--- src/rtl/instr_buf_pkg.sv ---
package instr_buf_pkg;
  localparam int unsigned BW = 8;
  localparam int unsigned AW = 16;
  localparam int unsigned SRC_W = 3;
  localparam logic [BW-1:0] OP_JMP_A_PTR = 8'h73;

  function automatic logic [AW-1:0] vec_addr(input logic [SRC_W-1:0] src,
                                              input int unsigned base,
                                              input int unsigned stride);
    vec_addr = AW'(base) + AW'(stride) * AW'(src);
  endfunction
endpackage

--- src/rtl/ibuf_irq_gate.sv ---
module ibuf_irq_gate
  import instr_buf_pkg::*;
#(
  parameter int unsigned VEC_BASE   = 3,
  parameter int unsigned VEC_STRIDE = 8
) (
  input  logic             clk_i,
  input  logic             rst_ni,
  input  logic             boundary_i,
  input  logic [AW-1:0]    pc_i,
  input  logic             req_i,
  input  logic [SRC_W-1:0] src_i,
  output logic             accept_o,
  output logic             active_o,
  output logic [AW-1:0]    vec_o,
  output logic             stack_we_o,
  output logic [AW-1:0]    stack_pc_o
);
  logic             pend_q;
  logic [SRC_W-1:0] src_q;
  logic             active_q;
  logic [AW-1:0]    vec_q;
  logic             we_q;
  logic [AW-1:0]    pc_q;
  logic [SRC_W-1:0] take_src;

  assign accept_o = boundary_i && !active_q && (pend_q || req_i);
  assign take_src = pend_q ? src_q : src_i;

  always_ff @(posedge clk_i or negedge rst_ni) begin
    if (!rst_ni) begin
      pend_q <= 1'b0;
      src_q  <= '0;
    end else if (accept_o) begin
      // a fresh request arriving as the held one is consumed becomes pending
      pend_q <= pend_q && req_i;
      if (pend_q && req_i) src_q <= src_i;
    end else if (!pend_q && req_i) begin
      pend_q <= 1'b1;
      src_q  <= src_i;
    end
  end

  always_ff @(posedge clk_i or negedge rst_ni) begin
    if (!rst_ni) begin
      active_q <= 1'b0;
      vec_q    <= '0;
      we_q     <= 1'b0;
      pc_q     <= '0;
    end else begin
      we_q <= accept_o;
      if (accept_o) begin
        active_q <= 1'b1;
        vec_q    <= vec_addr(take_src, VEC_BASE, VEC_STRIDE);
        pc_q     <= pc_i;
      end else if (boundary_i) begin
        active_q <= 1'b0;
      end
    end
  end

  assign active_o   = active_q;
  assign vec_o      = vec_q;
  assign stack_we_o = we_q;
  assign stack_pc_o = pc_q;

  AST_NO_REENTRY: assert property (@(posedge clk_i) disable iff (!rst_ni)
    active_q && boundary_i |=> !active_q) else $error("reentry");
  AST_PEND_KEEPS_SRC: assert property (@(posedge clk_i) disable iff (!rst_ni)
    pend_q && !accept_o |=> pend_q && $stable(src_q)) else $error("pending lost");
endmodule

--- src/rtl/ibuf_byte_lanes.sv ---
module ibuf_byte_lanes
  import instr_buf_pkg::*;
#(
  parameter int unsigned N_OPND = 2
) (
  input  logic                      clk_i,
  input  logic                      rst_ni,
  input  logic                      fetch_en_i,
  input  logic                      first_i,
  input  logic [BW-1:0]             byte_i,
  input  logic                      inject_i,
  input  logic                      entry_i,
  output logic [BW-1:0]             instr_o,
  output logic [N_OPND-1:0][BW-1:0] opnd_o,
  output logic                      new_o,
  output logic                      phase_o
);
  localparam int unsigned IW = $clog2(N_OPND + 1);

  logic [BW-1:0] instr_q;
  logic          new_q;
  logic [IW-1:0] idx_q;
  logic          opcode_ld;
  logic          opnd_ld;

  assign opcode_ld = fetch_en_i && first_i;
  assign opnd_ld   = fetch_en_i && !first_i && !entry_i && (idx_q < IW'(N_OPND));

  always_ff @(posedge clk_i or negedge rst_ni) begin
    if (!rst_ni) begin
      instr_q <= '0;
      new_q   <= 1'b0;
      idx_q   <= '0;
    end else begin
      new_q <= opcode_ld;
      if (opcode_ld) begin
        instr_q <= inject_i ? OP_JMP_A_PTR : byte_i;
        idx_q   <= '0;
      end else if (opnd_ld) begin
        idx_q <= idx_q + 1'b1;
      end
    end
  end

  for (genvar g = 0; g < N_OPND; g++) begin : g_opnd
    logic [BW-1:0] op_q;
    always_ff @(posedge clk_i or negedge rst_ni) begin
      if (!rst_ni)                              op_q <= '0;
      else if (opcode_ld)                       op_q <= '0;
      else if (opnd_ld && idx_q == IW'(g))      op_q <= byte_i;
    end
    assign opnd_o[g] = op_q;
  end

  assign instr_o = instr_q;
  assign new_o   = new_q;
  assign phase_o = (idx_q != '0);

  AST_IDX_BOUND: assert property (@(posedge clk_i) disable iff (!rst_ni)
    idx_q <= IW'(N_OPND)) else $error("idx overflow");
  AST_NEW_FROM_FIRST: assert property (@(posedge clk_i) disable iff (!rst_ni)
    opcode_ld |=> new_q && !phase_o) else $error("new strobe");
  AST_NEW_ONE_CYCLE: assert property (@(posedge clk_i) disable iff (!rst_ni)
    new_q && !opcode_ld |=> !new_q) else $error("new stuck");
endmodule

--- src/rtl/ibuf_xdata_reg.sv ---
module ibuf_xdata_reg
  import instr_buf_pkg::*;
(
  input  logic          clk_i,
  input  logic          rst_ni,
  input  logic          valid_i,
  input  logic [BW-1:0] data_i,
  output logic [BW-1:0] data_o
);
  logic [BW-1:0] q;
  always_ff @(posedge clk_i or negedge rst_ni) begin
    if (!rst_ni)      q <= '0;
    else if (valid_i) q <= data_i;
  end
  assign data_o = q;

  AST_XDATA_HOLD: assert property (@(posedge clk_i) disable iff (!rst_ni)
    !valid_i |=> $stable(data_o)) else $error("xdata moved");
endmodule

--- src/rtl/instr_buf_irq.sv ---
module instr_buf_irq
  import instr_buf_pkg::*;
#(
  parameter int unsigned VEC_BASE   = 3,
  parameter int unsigned VEC_STRIDE = 8
) (
  input  logic             clk_i,
  input  logic             rst_ni,
  input  logic             fetch_en_i,
  input  logic             first_i,
  input  logic [BW-1:0]    prog_byte_i,
  input  logic [AW-1:0]    pc_i,
  input  logic             xdata_valid_i,
  input  logic [BW-1:0]    xdata_i,
  input  logic [BW-1:0]    acc_i,
  input  logic [AW-1:0]    dptr_i,
  input  logic             irq_req_i,
  input  logic [SRC_W-1:0] irq_src_i,
  output logic [BW-1:0]    instr_o,
  output logic [BW-1:0]    opnd0_o,
  output logic [BW-1:0]    opnd1_o,
  output logic [BW-1:0]    data0_o,
  output logic [BW-1:0]    data1_o,
  output logic [AW-1:0]    dptr_bus_o,
  output logic             new_instr_o,
  output logic             irq_o,
  output logic             stack_we_o,
  output logic [AW-1:0]    stack_data_o,
  output logic [2:0]       state_o
);
  localparam int unsigned N_OPND = 2;

  logic                      accept;
  logic                      active;
  logic [AW-1:0]             vec;
  logic [N_OPND-1:0][BW-1:0] opnd;
  logic                      phase;
  logic [BW-1:0]             xdata_q;

  ibuf_irq_gate #(.VEC_BASE(VEC_BASE), .VEC_STRIDE(VEC_STRIDE)) u_gate (
    .clk_i      (clk_i),
    .rst_ni     (rst_ni),
    .boundary_i (fetch_en_i && first_i),
    .pc_i       (pc_i),
    .req_i      (irq_req_i),
    .src_i      (irq_src_i),
    .accept_o   (accept),
    .active_o   (active),
    .vec_o      (vec),
    .stack_we_o (stack_we_o),
    .stack_pc_o (stack_data_o)
  );

  ibuf_byte_lanes #(.N_OPND(N_OPND)) u_lanes (
    .clk_i      (clk_i),
    .rst_ni     (rst_ni),
    .fetch_en_i (fetch_en_i),
    .first_i    (first_i),
    .byte_i     (prog_byte_i),
    .inject_i   (accept),
    .entry_i    (active),
    .instr_o    (instr_o),
    .opnd_o     (opnd),
    .new_o      (new_instr_o),
    .phase_o    (phase)
  );

  ibuf_xdata_reg u_xdata (
    .clk_i   (clk_i),
    .rst_ni  (rst_ni),
    .valid_i (xdata_valid_i),
    .data_i  (xdata_i),
    .data_o  (xdata_q)
  );

  assign opnd0_o    = opnd[0];
  assign opnd1_o    = opnd[1];
  assign irq_o      = active;
  assign data0_o    = active ? '0 : acc_i;
  assign data1_o    = active ? '0 : xdata_q;
  assign dptr_bus_o = active ? vec : dptr_i;
  assign state_o    = {active, phase, new_instr_o};

  AST_INJECT_OPCODE: assert property (@(posedge clk_i) disable iff (!rst_ni)
    irq_o |-> instr_o == OP_JMP_A_PTR) else $error("no inject");
  AST_ENTRY_AT_BOUNDARY: assert property (@(posedge clk_i) disable iff (!rst_ni)
    $rose(irq_o) |-> $past(fetch_en_i && first_i)) else $error("mid entry");
  AST_OPND_CLEAR_ENTRY: assert property (@(posedge clk_i) disable iff (!rst_ni)
    irq_o |-> opnd0_o == '0 && opnd1_o == '0) else $error("opnd leak");
  AST_STACK_WITH_ENTRY: assert property (@(posedge clk_i) disable iff (!rst_ni)
    stack_we_o |-> irq_o && new_instr_o) else $error("stack strobe");
  AST_STACK_SINGLE: assert property (@(posedge clk_i) disable iff (!rst_ni)
    stack_we_o |=> !stack_we_o) else $error("stack twice");
endmodule

--- config.mk ---
export PLATFORM = sky130hd
export DESIGN_NAME = instr_buf_irq
export DESIGN_NICKNAME = d
export VERILOG_FILES = /design/src/rtl/instr_buf_pkg.sv /design/src/rtl/ibuf_irq_gate.sv /design/src/rtl/ibuf_byte_lanes.sv /design/src/rtl/ibuf_xdata_reg.sv /design/src/rtl/instr_buf_irq.sv
export SDC_FILE = /design/constraint.sdc
export NUM_CORES = 1
export LEC_CHECK = 0
export BUFFER_PORTS_ARGS = -buffer_cell sky130_fd_sc_hd__buf_4
export CORE_MARGIN = 10
export CORE_UTILIZATION = 35
export CTS_CLUSTER_SIZE = 16
export DETAILED_ROUTE_END_ITERATION = 8
export PLACE_DENSITY = 0.63
export SETUP_SLACK_MARGIN = 0.15
export SLEW_MARGIN = 20
export SYNTH_ARGS = -nofsm -noshare
export SYNTH_HDL_FRONTEND = slang
export SYNTH_HIERARCHICAL = 1
export SYNTH_SLANG_ARGS = --single-unit
--- constraint.sdc ---
create_clock -name clk_i -period 3.5 [get_ports clk_i]
set_input_delay 0.35 -clock clk_i [delete_from_list [all_inputs] [get_ports clk_i]]
set_output_delay 0.35 -clock clk_i [all_outputs]
set_load 0.02 [all_outputs]
Yosys cells after proc, flatten, opt, wreduce, memory -nomap -nowiden
Index checks and enable logic that the tools add are counted.
{"block": "word_totals", "regBits": 73, "output_inout_bits": 78, "elab_cells": 57}
{"block": "classes", "n_addsub": 2, "order_cmp": 1, "n_eq_ne": 2, "muxes": 18, "n_reduce_logical": 22}
{"cell": "$mux 8", "count": 7}
{"cell": "$mux 16", "count": 1}
{"cell": "$mux 3", "count": 4}
{"cell": "$reduce_bool 2->1", "count": 6}
{"cell": "$logic_and 1x1->1", "count": 10}
{"cell": "$add 2x6->7 const A", "count": 1}
{"cell": "$mux 1", "count": 4}
{"cell": "$mux 2", "count": 2}
{"cell": "$logic_not 1->1", "count": 3}
{"cell": "$add 2x1->2 const B", "count": 1}
{"cell": "$eq 2x1->1 const B", "count": 1}
{"cell": "$logic_not 2->1", "count": 1}
{"cell": "$lt 2x2->1 const B", "count": 1}
{"cell": "$ne 2x2->1 const B", "count": 1}
{"cell": "$reduce_and 2->1", "count": 1}
{"cell": "$logic_or 1x1->1", "count": 1}

Longest topological paths before layout
{"block": "logic_depth", "word_depth": 7, "ltp_mapped": 6}

By module
The synthesis kept the hierarchy.
{"mod": "ibuf_irq_gate", "n_inst": 1, "cells_each": 76, "area_per_inst_um2": 1119.8}
{"mod": "ibuf_byte_lanes", "n_inst": 1, "cells_each": 89, "area_per_inst_um2": 1088.5}
{"mod": "instr_buf_irq", "n_inst": 1, "cells_each": 39, "area_per_inst_um2": 336.6}
{"mod": "ibuf_xdata_reg", "n_inst": 1, "cells_each": 17, "area_per_inst_um2": 331.6}

Least setup slack after synthesis
OpenSTA, ideal clock, no wires.
{"block": "synth_timing", "kind": "register to output", "start": "register u_gate.active_q (netlist: u_gate/active_o)", "end": "output port dptr_bus_o[0]", "arrival_time_ps": 1341, "required_ps": 3150, "setup_slack_ps": 1809, "stages_incl_launch_ff": 3, "cell_sequence": "dfrtp_1 -> buf_6 -> mux2_2"}
{"block": "synth_between", "elab_chain_len": 1}
{"item": "from (decl)", "line_no": "ibuf_irq_gate.sv:21", "source": "logic active_q;"}
{"item": "from (signal assigned)", "line_no": "ibuf_irq_gate.sv:46", "source": "active_q <= 1'b0;"}
{"item": "from (signal assigned)", "line_no": "ibuf_irq_gate.sv:53", "source": "active_q <= 1'b1;"}
{"item": "from (signal assigned)", "line_no": "ibuf_irq_gate.sv:57", "source": "active_q <= 1'b0;"}
{"item": "$mux 16", "line_no": "instr_buf_irq.sv:81", "source": "assign dptr_bus_o = active ? vec : dptr_i;"}
{"item": "to (decl)", "line_no": "instr_buf_irq.sv:24", "source": "output logic [AW-1:0] dptr_bus_o,"}
Every way passes these cells.

Worst setup path in the final report
{"block": "layout_timing", "start": "register u_gate.active_q (netlist: u_gate/active_o)", "end": "output port dptr_bus_o[13]"}
Same word-level chain as after synthesis.

==> flow_summary.toml <==
[clock_tree]
insertion_delay_ns = 0.34
post_cts.repair.setup_buffers = 0
tritoncts = "built"
cts_hold_buf = 0
numCtsBuffers = 9
root_buffer = "clkbuf_8"
cts.sinks = 61
cts_resized = 0
clk_pin_slew_worst_paths_ns = 0.07
clockBufferDepth = 2
htreeDepth = 3

[flow_run]
drv_cap = 0

[critical_path]
ff2ff_setup_slack_ns = 1.60
crit_buf_inv = 2
path_class = "flop to output pin"
crit_fanout = 41
worstPathArrival_ns = 1.70
critical_path.startpoint_type = "flop"
crit_chain = "buf_4 > mux2_2 > buf_4"
cpMostUsedCell = "buf_4"
r2r_cells = 4
r2r-start = "u_gate/pend_q"
r2r-end = "u_gate/stack_pc_o[8]"
critPathMaxStageDelay_ns = 0.42
crit_start = "u_gate/active_o"
critPathTopFamily = "buffers and inverters"
critPathSlowestCell = "buf_4"
worstPathRequired_ns = 3.15
cp-end-kind = "output pin"

[cells_and_area]
final_nets = 429
fillers = 761
num_antenna_cells = 0
drive_above_1_share_pct = 58.0
syn_to_final_growth_pct = 43.3
stdcell_area_um2 = 4120

[placement]
dpl.hpwl_um = 5890
place_congestion = 0.741
port_buffers = 142
place_area_um2 = 3930

[timing]
drv_slew = 0
worstMarginPinSlew_ns = 0.776
skew_ns = 0.00979
setup-violations-final = 0
finalSetupTns_ns = 0
maxSlewHeadroom_pct = 48.3
max_freq_mhz = 487
rsz0062_at_grt = "false"
hold_violations = 0
finalCritPeriodShare_pct = 58.7
whs_ns = 0.0846
finalCriticalPeriod_ns = 2.05

[detailed_routing]
firstDrtPassIters = 4
postRouteAntennaNets = 0
viasPerCell = 4.54
routedWlPerCell_um = 16.3
wl_um = 7690
drt-initial-drc-count = 75
vias = 2145
drc = 0

[pwr]
p_leak_uw = 0.00206
pwr-share-clk_pct = 23.8
power_switching_uw = 900
swShare_pct = 34.6
power_density_nw_per_um2 = 631
power_frac_comb_pct = 38.8
ir_worst_vdd_mv = 0.289
pwr-share-seq_pct = 37.5
internal-power_uw = 1700

[global_route]
grt_pass1_wl_um = 12300
grt.overflow.total = 0
grt_pass1_vias = 2281
track_usage_pct = 12.4
grt_max_degree = 62
antenna_found_initial = 0

[synthesis]
ys_top_cells_by_area = "dfrtp_1 53%, mux2_2 16%, a22o_1 4.9%, mux2_4 4.2%, buf_4 3.9%"
synth_commonest_cells = "61 x dfrtp_1, 41 x mux2_2, 17 x nor2b_1"
synth-edff-count = 0
post-synth-top-count-cell = "dfrtp_1"
ys_seq_area_share_pct = 53.1
syn_inst = 221
ys_warn_count = 6
synth_top_area_share_pct = 53.1
synth_ff_type = "dfrtp_1"
ys_seq_elements = 61
synthDistinctLibCells = 27
synth_largest_area_cell = "dfrtp_1"
async_flop_share_pct = 100
avgSynthCellArea_um2 = 13.0
syn_area_um2 = 2880

[floorplan]
rows = 33
die_w_um = 111
start_util_pct = 35.5
coreArea_um2 = 8090
die_y_um = 111
io-pin-count = 143
die-area_um2 = 12200

[hold_path]
hold_class = "primary input to asynchronous set/reset pin"

[outcome]
status = "complete, no violations"
## metrics by stage
step	power, µW	utilization [%]	std cells	worst slack [ns]
after floorplan	1580	-	231	1.81
after global placement	2000	48.5	456	1.41
after detailed placement	2020	48.5	456	1.36
after CTS	2650	50.9	472	1.40
after global routing	2760	50.9	472	1.33
final	2600	50.9	472	1.45
## layer usage
metal	up-vias	GRT usage, %	wire length, µm
li1	1024	-	-
met1	1025	15.1	3300
met2	85	20.1	3870
met3	11	2.98	369
met4	0	5.73	150
met5	-	0	0
## flip-flops by register name, indices dropped and copies added (netlist names)
signal / flops
u_xdata/data_o: 8
u_gate/stack_pc_o: 16
u_gate/pend_q: 1
u_gate/stack_we_o: 1
u_gate/vec_o: 4
u_lanes/g_opnd.op_q: 16
u_gate/src_q: 3
u_lanes/new_o: 1
u_lanes/instr_o: 8
u_gate/active_o: 1
u_lanes/idx_q: 2
## power groups by stage
stage	Combinational [µW]	Clock, µW	Sequential (µW)
after floorplan	462	0	1120
after global placement	1020	0	985
after detailed placement	1030	0	988
after CTS	1030	639	976
after global routing	1080	681	996
final	1010	618	974
## logic make-up after synthesis
| logic type | share of synthesized area, % |
|---|---|
| DFF | 53.1 |
| muxes | 21.0 |
| and+or+nand+nor | 9.92 |
| AOI/OAI and AO/OA | 7.39 |
| buffers and inverters | 7.66 |
| adders and majority gates | 0.870 |
| other | 0.130 |
## how the worst max path moves through the flow
stage | to | slack [ns] | cells past startpoint
finish | dptr_bus_o[13] | 1.45 | 3
global route | dptr_bus_o[13] | 1.33 | 3
CTS | dptr_bus_o[13] | 1.40 | 3
detailed placement | u_gate/stack_pc_o[8] | 1.36 | 6
global placement | u_gate/stack_pc_o[3] | 1.41 | 6
floorplan | dptr_bus_o[0] | 1.81 | 2
## final cells by class
cell class	count	area [µm²]	area share, %
Multi-Input combinational cell	141	1170	28.3
Inverter	5	18.8	0.455
Tap cell	105	131	3.19
Sequential cell	61	1530	37.0
Timing Repair Buffer	144	1080	26.2
Clock buffer	9	124	3.00
Clock inverter	7	73.8	1.79
## cell usage in the layout (no fill, tap or decap), drive strengths merged, types with 6 or more instances in the layout
cell type  Yosys  layout
buf           24     144
nor2b         17      17
nor2           7       7
a22o          16      16
o21ai         11      11
dfrtp         61      61
clkbuf         0       9
nand2         10      10
mux2          50      50
conb           1      11
inv            5       6
Note: power is estimated with default switching activity, not from simulation.
